[src/rtl/twr_pkg.sv]
package twr_pkg;
  localparam int BYTE_W = 8;
  localparam int CNT_W  = $clog2(BYTE_W);

  typedef enum logic [3:0] {
    ST_IDLE, ST_ADDR, ST_ADDR_ACK, ST_REG, ST_REG_ACK,
    ST_WDATA, ST_WDATA_ACK, ST_RDATA, ST_DONE
  } twrState_e;

  // strobes and levels from control to datapath
  typedef struct packed {
    logic clrBit;   // restart bit counting
    logic shiftIn;  // sample data line on a clock rise
    logic loadPtr;  // received byte becomes register pointer
    logic loadData; // received byte becomes write data
    logic loadTx;   // fetch read byte from the bank
    logic shiftTx;  // advance read byte by one bit
    logic commit;   // issue write strobe
    logic ackOe;    // hold data line low for acknowledge
    logic txEn;     // read byte owns the data line
  } twrCtl_t;
endpackage

[src/rtl/twr_sync.sv]
module twr_sync #(
  parameter int LINES      = 2,
  parameter int FILTER_LEN = 3
) (
  input  logic             clk,
  input  logic             rstN,
  input  logic [LINES-1:0] rawIn,
  output logic [LINES-1:0] cleanOut
);
  localparam int FW = $clog2(FILTER_LEN + 1);

  for (genvar g = 0; g < LINES; g++) begin : g_line
    logic s1, s2;
    logic [FW-1:0] runLen;
    always_ff @(posedge clk or negedge rstN) begin
      if (!rstN) begin
        s1 <= 1'b1;
        s2 <= 1'b1;
        runLen <= '0;
        cleanOut[g] <= 1'b1;
      end else begin
        s1 <= rawIn[g];
        s2 <= s1;
        if (s2 != cleanOut[g]) begin
          if (runLen == FW'(FILTER_LEN - 1)) begin
            cleanOut[g] <= s2;
            runLen <= '0;
          end else begin
            runLen <= runLen + 1'b1;
          end
        end else begin
          runLen <= '0;
        end
      end
    end
  end
endmodule

[src/rtl/twr_ctrl.sv]
module twr_ctrl
  import twr_pkg::*;
#(
  parameter logic [6:0] DEV_ADDR = 7'b1000100
) (
  input  logic              clk,
  input  logic              rstN,
  input  logic              sclF,
  input  logic              sdaF,
  input  logic              byteFull,
  input  logic [BYTE_W-1:0] rxByte,
  output twrCtl_t           ctl
);
  logic sclQ, sdaQ, isRead, isReadNxt;
  twrState_e state, stateNxt;
  logic sclRise, sclFall, startEv, stopEv, endByte;

  assign sclRise = sclF & ~sclQ;
  assign sclFall = ~sclF & sclQ;
  assign startEv = sclF & sclQ & sdaQ & ~sdaF;
  assign stopEv  = sclF & sclQ & ~sdaQ & sdaF;
  assign endByte = sclFall & byteFull;

  always_ff @(posedge clk or negedge rstN) begin
    if (!rstN) begin
      sclQ <= 1'b1;
      sdaQ <= 1'b1;
      state <= ST_IDLE;
      isRead <= 1'b0;
    end else begin
      sclQ <= sclF;
      sdaQ <= sdaF;
      state <= stateNxt;
      isRead <= isReadNxt;
    end
  end

  always_comb begin
    ctl = '0;
    stateNxt = state;
    isReadNxt = isRead;
    if (startEv) begin
      stateNxt = ST_ADDR;
      ctl.clrBit = 1'b1;
    end else if (stopEv) begin
      stateNxt = ST_IDLE;
    end else begin
      case (state)
        ST_ADDR: begin
          ctl.shiftIn = sclRise;
          if (endByte) begin
            ctl.clrBit = 1'b1;
            if (rxByte[7:1] == DEV_ADDR) begin
              stateNxt = ST_ADDR_ACK;
              isReadNxt = rxByte[0];
            end else begin
              stateNxt = ST_IDLE;
            end
          end
        end
        ST_ADDR_ACK: if (sclFall) begin
          if (isRead) begin
            stateNxt = ST_RDATA;
            ctl.loadTx = 1'b1;
          end else begin
            stateNxt = ST_REG;
          end
        end
        ST_REG: begin
          ctl.shiftIn = sclRise;
          if (endByte) begin
            stateNxt = ST_REG_ACK;
            ctl.loadPtr = 1'b1;
            ctl.clrBit = 1'b1;
          end
        end
        ST_REG_ACK: if (sclFall) stateNxt = ST_WDATA;
        ST_WDATA: begin
          ctl.shiftIn = sclRise;
          if (endByte) begin
            stateNxt = ST_WDATA_ACK;
            ctl.loadData = 1'b1;
            ctl.clrBit = 1'b1;
          end
        end
        ST_WDATA_ACK: if (sclFall) begin
          stateNxt = ST_DONE;
          ctl.commit = 1'b1;
        end
        ST_RDATA: begin
          ctl.shiftIn = sclRise;
          if (endByte) begin
            stateNxt = ST_DONE;
            ctl.clrBit = 1'b1;
          end else if (sclFall) begin
            ctl.shiftTx = 1'b1;
          end
        end
        default: ;
      endcase
    end
    ctl.ackOe = (state == ST_ADDR_ACK) || (state == ST_REG_ACK) ||
                (state == ST_WDATA_ACK);
    ctl.txEn  = (state == ST_RDATA);
  end
endmodule

[src/rtl/twr_datapath.sv]
module twr_datapath
  import twr_pkg::*;
(
  input  logic              clk,
  input  logic              rstN,
  input  logic              sdaF,
  input  twrCtl_t           ctl,
  input  logic [BYTE_W-1:0] rdData,
  output logic              byteFull,
  output logic [BYTE_W-1:0] rxByte,
  output logic [BYTE_W-1:0] regPtr,
  output logic [BYTE_W-1:0] dataReg,
  output logic              wrStrobe,
  output logic              sdaPullLow
);
  logic [CNT_W-1:0]  bitCnt;
  logic [BYTE_W-1:0] txShift;

  always_ff @(posedge clk or negedge rstN) begin
    if (!rstN) begin
      bitCnt <= '0;
      byteFull <= 1'b0;
      rxByte <= '0;
      regPtr <= '0;
      dataReg <= '0;
      txShift <= '1;
      wrStrobe <= 1'b0;
    end else begin
      wrStrobe <= ctl.commit;
      if (ctl.clrBit) begin
        bitCnt <= '0;
        byteFull <= 1'b0;
      end else if (ctl.shiftIn) begin
        rxByte <= {rxByte[BYTE_W-2:0], sdaF};
        bitCnt <= bitCnt + 1'b1;
        if (bitCnt == CNT_W'(BYTE_W - 1)) byteFull <= 1'b1;
      end
      if (ctl.loadPtr)  regPtr <= rxByte;
      if (ctl.loadData) dataReg <= rxByte;
      if (ctl.loadTx)       txShift <= rdData;
      else if (ctl.shiftTx) txShift <= {txShift[BYTE_W-2:0], 1'b1};
    end
  end

  assign sdaPullLow = ctl.ackOe | (ctl.txEn & ~txShift[BYTE_W-1]);
endmodule

[src/rtl/twowire_reg_target.sv]
module twowire_reg_target
  import twr_pkg::*;
#(
  parameter logic [6:0] DEV_ADDR   = 7'b1000100,
  parameter int         FILTER_LEN = 3
) (
  input  logic              clk,
  input  logic              rstN,
  input  logic              sclIn,
  input  logic              sdaIn,
  output logic              sdaPullLow,
  output logic              wrStrobe,
  output logic [BYTE_W-1:0] wrAddr,
  output logic [BYTE_W-1:0] wrData,
  output logic [BYTE_W-1:0] rdAddr,
  input  logic [BYTE_W-1:0] rdData
);
  logic [1:0] clean;
  logic byteFull;
  logic [BYTE_W-1:0] rxByte, regPtr;
  twrCtl_t ctl;

  twr_sync #(.LINES(2), .FILTER_LEN(FILTER_LEN)) u_sync (
    .clk(clk), .rstN(rstN), .rawIn({sclIn, sdaIn}), .cleanOut(clean)
  );

  twr_ctrl #(.DEV_ADDR(DEV_ADDR)) u_ctrl (
    .clk(clk), .rstN(rstN), .sclF(clean[1]), .sdaF(clean[0]),
    .byteFull(byteFull), .rxByte(rxByte), .ctl(ctl)
  );

  twr_datapath u_dp (
    .clk(clk), .rstN(rstN), .sdaF(clean[0]), .ctl(ctl), .rdData(rdData),
    .byteFull(byteFull), .rxByte(rxByte), .regPtr(regPtr), .dataReg(wrData),
    .wrStrobe(wrStrobe), .sdaPullLow(sdaPullLow)
  );

  assign wrAddr = regPtr;
  assign rdAddr = regPtr;
endmodule

[config.mk]
export PLATFORM = sky130hd
export DESIGN_NAME = twowire_reg_target
export DESIGN_NICKNAME = d
export VERILOG_FILES = /design/src/rtl/twr_pkg.sv /design/src/rtl/twr_sync.sv /design/src/rtl/twr_ctrl.sv /design/src/rtl/twr_datapath.sv /design/src/rtl/twowire_reg_target.sv
export SDC_FILE = /design/constraint.sdc
export NUM_CORES = 1
export LEC_CHECK = 0
export ABC_AREA = 1
export CORE_MARGIN = 10
export CORE_UTILIZATION = 40
export DETAILED_ROUTE_END_ITERATION = 16
export DONT_BUFFER_PORTS = 1
export GPL_TIMING_DRIVEN = 1
export SLEW_MARGIN = 5
export SYNTH_ARGS = -nofsm -noshare
export SYNTH_HDL_FRONTEND = slang
export SYNTH_SLANG_ARGS = --single-unit
[constraint.sdc]
create_clock -name clk -period 1.3 [get_ports clk]
set_input_delay 0.195 -clock clk [delete_from_list [all_inputs] [get_ports clk]]
set_output_delay 0.195 -clock clk [all_outputs]
set_load 0.005 [all_outputs]
# Yosys cells after proc, flatten, opt, wreduce, memory -nomap -nowiden
# Cells that the tools add are included.
[op_classes]
bitwise = 18
n_mux = 37
eq_ne = 20
n_addsub = 3
n_reduce_logical = 13
[ops]
columns = ["cell", "n"]
rows = [
  ["$mux 4", 9],
  ["$pmux 4 s7", 1],
  ["$ne 4x1->1 const B", 6],
  ["$eq 4x3->1 const B", 4],
  ["$mux 8", 2],
  ["$mux 1", 14],
  ["$mux 2", 6],
  ["$and 1x1->1", 9],
  ["$mux 3", 3],
  ["$reduce_bool 9->1", 1],
  ["$eq 4x2->1 const B", 2],
  ["$not 1->1", 8],
  ["$reduce_and 2->1", 4],
  ["$reduce_and 8->1", 1],
  ["$eq 7x7->1 const B", 1],
  ["$mux 7", 1],
  ["$mux 6", 1],
  ["$reduce_bool 2->1", 3],
  ["$reduce_and 5->1", 1],
  ["$add 2x1->2 const B", 2],
  ["$eq 2x2->1 const B", 2],
  ["$eq 4x1->1 const B", 1],
  ["$ne 4x4->1 const B", 1],
  ["$reduce_or 4->1", 1],
  ["5 further kinds", 7],
]
[totals]
ff_bits = 54
out_inout_bits = 26
wordCells = 110
input_bits = 12

# Depth between registers and ports, before layout
[logic_depth]
word_depth = 9
mapped_depth = 8
depth_no_buf = 8

# By module
# From an unflattened synthesis, not the netlist that was laid out.
[hier_totals]
hier_cells = 318
hier_area_um2 = 2572.5
[by_module_without_submodules]
columns = ["module", "cells_per_inst", "area_each_um2", "seq_area_each_um2", "instances"]
rows = [
  ["twr_datapath", 167, 1521.5, 935.9, 1],
  ["twr_ctrl", 101, 610.6, 177.7, 1],
  ["twr_sync", 42, 380.4, 257.7, 1],
  ["twowire_reg_target", 8, 60.1, 0.0, 1],
]

# Worst setup path before layout
# Ideal clock, no wire load.
[synth_timing]
path_kind = "register -> register"
from = "register u_ctrl.sclQ"
to = "register u_dp.regPtr[6]"
setup_time_ps = 127
path_slack_ps = 1
path_stages_with_launch = 7
t_required_ps = 1173
arrival_ps = 1173
synth_period_minus_slack_ps = 1299
n_path_buf = 1
path_cell_list = "dfstp_2 > nand2_4 > nor2_8 > nand4_4 > buf_2 > nand2_1 > o21ai_0"
[synth_between]
elab_chain_len = 6
elab_cells_between_ends = 11
cone_classes = "4 x mux; 7 x bitwise"
[synth_rtl]
columns = ["element", "line", "rtl"]
rows = [
  ["start: declaration", "twr_ctrl.sv:14", "logic sclQ, sdaQ, isRead, isReadNxt;"],
  ["start signal: assignment", "twr_ctrl.sv:31", "sclQ <= sclF;"],
  ["$and 1x1->1", "twr_ctrl.sv:19", "assign sclFall = ~sclF & sclQ;"],
  ["$and 1x1->1", "twr_ctrl.sv:22", "assign endByte = sclFall & byteFull;"],
  ["$mux 1", "twr_ctrl.sv:71", "if (endByte) begin"],
  ["$mux 1", "twr_ctrl.sv:48", "case (state)"],
  ["$mux 7", "twr_ctrl.sv:45", "end else if (stopEv) begin"],
  ["$mux 6 (*)", "twr_ctrl.sv:42", "if (startEv) begin"],
  ["end signal: assignment", "twr_datapath.sv:38", "if (ctl.loadPtr) regPtr <= rxByte;"],
  ["end: declaration", "twr_datapath.sv:11", "output logic [BYTE_W-1:0] regPtr,"],
]
# Mark *: on every way between the ends. The rest lies on a longest branch, timed or not.
# A chain may end at the register's enable or synchronous reset.

# Final worst setup path
[layout_timing]
from = "register u_ctrl.state[3]"
to = "output port sdaPullLow"
[layout_between]
elab_chain_len = 4
elab_cells_between_ends = 8
cone_classes = "4 x eq/ne; 2 x bitwise; 2 x reduce/logical"
[layout_rtl]
columns = ["element", "line", "rtl"]
rows = [
  ["start: declaration", "twr_ctrl.sv:15", "twrState_e state, stateNxt;"],
  ["start signal: assignment", "twr_ctrl.sv:33", "state <= stateNxt;"],
  ["$eq 4x2->1 or $eq 4x3->1 (tied branches)", "twr_ctrl.sv:102", "ctl.ackOe = (state == ST_ADDR_ACK) || (state == ST_REG_ACK) ||"],
  ["$logic_or 1x1->1 (2 in series)", "twr_ctrl.sv:102", ""],
  ["$or 1x1->1 (*)", "twr_datapath.sv:45", "assign sdaPullLow = ctl.ackOe | (ctl.txEn & ~txShift[BYTE_W-1]);"],
  ["end: declaration", "twowire_reg_target.sv:11", "output logic sdaPullLow,"],
]
# Marked as above.

==> results.txt <==
Status -> finished, violations left
Failing checks -> hold timing, setup timing
Sequential Area -> 1370 um2
Setup TNS -> -1.82 ns
Worst setup EP type -> primary output
N_diodes -> 0
Worst-path clk slew -> 0.10 ns
Final period util -> 109%
IO Port Bufs -> 0
Die Span X -> 98.7 um
Clock insertion delay at the later pin of the skew report -> 0.31 ns
Root buf cell -> clkbuf_8
Vias in the first global route -> 1909
Pin count of the biggest net entering global routing -> 55
Final instance area -> 3310 um2
Antenna violations before repair -> 0
NetSw -> 0.00128 W
CP max stage delay -> 0.45 ns
Worst Hold Class -> input pin to asynchronous set/reset pin
DRT Wirelength -> 6.09 mm
Register-to-register setup slack -> -0.09 ns
Worst Skew -> 0.00868 ns
CTS sink cnt -> 54
Netlist cell types -> 28
Power share of the clock group -> 24.6%
Final slew viol count -> 0
Total gr overflow -> 0
Pwr Density -> 1240 nW/um2
WS Path Type -> flop to primary output
Routed len/inst -> 15.4 um
Reg power frac -> 49.4%
DRC Markers -> 0
Maxcap violations -> 0
WP data required -> 1.11 ns
Final net count -> 333
Top cell type's share of synthesized area -> 38.4%
Core area -> 5960 um2
Die area -> 9740 um2
CP max stage cell -> dfrtp_2
Setup Viol. Count Final -> 31
CTS Buf Count -> 5
CP most frequent cell -> nand3_4
CP max FO -> 3
Post-DP HPWL -> 3.77 mm
Mapped Area -> 2480 um2
Multi-input logic area -> 1180 um2
Launch point of the worst reg-to-reg path -> u_ctrl.state[3]
Rows -> 28
H-tree levels -> 2
CP top delay family -> flip-flops
Routability cong. -> 0.897
Cell with the most instances after synthesis -> nand2_1
EDFF count, synth -> 0
Relative slew slack -> 80.1%
Area after DPL -> 2660 um2
Post-synth ARST share -> 100%
# IOs -> 38
Fillers -> 512
Critical Path AT -> 1.22 ns
Net Sw Frac -> 31.1%
Flops & latches, synth -> 54
Synth-to-layout area growth -> 33.6%
Synthesized netlist net count -> 287
Initial Utilization -> 41.6%
Worst-Margin Slew -> 0.295 ns
Worst-path cell chain -> buf_4 > nor2_4 > nand3_4 > nand3_4
RR Endpoint -> u_dp.txShift[0]
Cells on worst reg2reg path -> 9
Max Clk Rate -> 705 MHz
Top cells by area, synth -> dfrtp_1, dfstp_2, nand2_1, nand3_1, o21ai_0
Syn avg cell area -> 9.07 um2
1st-pass router iterations -> 4
First-pass GRT wire length -> 9.86 mm
Initial DRC count -> 103
Gate power share -> 26.0%
Clock Path Buffers -> 2
Fin crit period -> 1.42 ns
Final Hold Viols -> 54
RSZ-0062 raised after global routing -> true
Worst setup margin -> -0.118 ns
CTS tree -> yes
Vias per inst -> 5.07
Sum of buffers and inverters on the critical path -> 1
Die height -> 98.7 um
Yosys top cell by area -> dfrtp_1
Total GRT Usage -> 12.1%
Detail Route Antenna Nets -> 0
Cell count after synthesis -> 273
Worst hold slack -> -0.431 ns
Register area share after synthesis -> 55.4%
Top FF cell, synth -> dfrtp_1
Type of origin of the critical path -> flop
Ys Warns -> 0
Peak supply drop -> 850 uV
Via count -> 2001
Commonest cells in the netlist -> nand2_1, nand3_1, dfrtp_1, o21ai_0, inv_1
Layout cells sized above 1 -> 39.7%
Internal power -> 0.00283 W
Leak pwr -> 1.59 nW
## state kept, by name, summed over array words and instances (netlist names)
signal,flops
u_ctrl.sclQ,1
u_dp.dataReg,8
u_sync.g_line.s2,2
u_dp.bitCnt,3
u_sync.g_line.runLen,4
u_ctrl.sdaQ,1
u_ctrl.isRead,1
u_sync.cleanOut,2
u_dp.regPtr,8
u_dp.txShift,8
u_sync.g_line.s1,2
u_dp.wrStrobe,1
u_dp.rxByte,8
u_ctrl.state,4
u_dp.byteFull,1
## routing by layer
| layer | up-vias | GRT usage [%] | routed length [um] |
|---|---|---|---|
| met2 | 50 | 18.9 | 3060 |
| li1 | 983 | - | - |
| met5 | - | 0 | 0 |
| met4 | 0 | 3.31 | 57 |
| met1 | 963 | 16.7 | 2730 |
| met3 | 5 | 2.37 | 252 |
## power groups by stage
stage | logic [W] | registers [W] | clock network, W
4_1_cts | 0.000943 | 0.00203 | 0.00105
5_1_grt | 0.00118 | 0.00206 | 0.00111
2_1_floorplan | 0.000504 | 0.00205 | 0
3_3_place_gp | 0.000725 | 0.00206 | 0
6_report | 0.00107 | 0.00203 | 0.00101
3_5_place_dp | 0.000735 | 0.00207 | 0
## cells by family after synthesis
kind of cell               synth area share [%]
and+or+nand+nor                            28.8
DFF                                        55.4
buffers and inverters                      7.88
AOI/OAI and AO/OA                          6.26
xor gates and xnor gates                  0.707
adders and majority gates                  1.01
## through the flow
| step | hold WS [ns] | power [W] | worst slack (ns) | util (%) | instances |
|---|---|---|---|---|---|
| after floorplan | -0.101 | 0.00255 | 0.000549 | - | 273 |
| after global placement | -0.0978 | 0.00278 | -0.0494 | 44.6 | 355 |
| after detailed placement | -0.0980 | 0.00280 | -0.0739 | 44.6 | 355 |
| after CTS | -0.445 | 0.00402 | -0.123 | 52.8 | 387 |
| after global routing | -0.456 | 0.00435 | -0.174 | 55.6 | 395 |
| final | -0.431 | 0.00411 | -0.118 | 55.6 | 395 |
## repair_timing
action	4_1_cts	5_1_grt
cloned	3	0
pin swaps	39	34
endpoints found under the setup margin	38	43
hold endpoints to repair	62	55
resized for setup	54	28
hold buffers	8	1
setup buffers	14	7
## worst register-to-register path: stages (launching register included)
cell and delay (ns):
dfrtp_2 0.45, buf_4 0.15, nor2_4 0.11, nand3_4 0.11
buf_4 0.16, inv_6 0.08, nand2_4 0.08, nand2_1 0.07
nor2_1 0.04, nor2_1 0.08
## worst max path at each step
stage | end | cells past startpoint | start
2_1_floorplan | u_dp.regPtr[6] | 6 | u_ctrl.sclQ
3_3_place_gp | u_dp.regPtr[7] | 5 | u_ctrl.state[3]
3_5_place_dp | u_dp.regPtr[1] | 4 | u_ctrl.state[3]
4_1_cts | sdaPullLow | 5 | u_ctrl.state[3]
5_1_grt | sdaPullLow | 6 | u_ctrl.state[2]
6_report | sdaPullLow | 4 | u_ctrl.state[3]
## cell type report
class                           count  area share, %
Sequential cell                    54           41.5
Clock buffer                        6           2.50
Inverter                           28           3.33
Timing Repair Buffer               49           13.7
Multi-Input combinational cell    181           35.7
Clock inverter                      2          0.491
Tap cell                           75           2.84
## cells in the final DEF (no fill, tap or decap), types with 4 or more instances in the layout
master         Yosys  layout
clkbuf_8           0       6
nand2_2            3       7
buf_6              1       8
o21ai_1            1      16
inv_2              6       5
o21ai_0           28      12
nor2_2             4       4
nand2_4            2       4
nand4_4            2       4
nand2_1           61      56
nand3_2            1      20
nor2_1            14       7
nor3_1             5       5
dfstp_2           16      16
dlygate4sd3_1      0       9
inv_1             22      22
buf_4              8      29
nor2_4             2       9
dfrtp_1           38      37
nand3_1           44      22
Note: power is estimated with default switching activity, not from simulation.
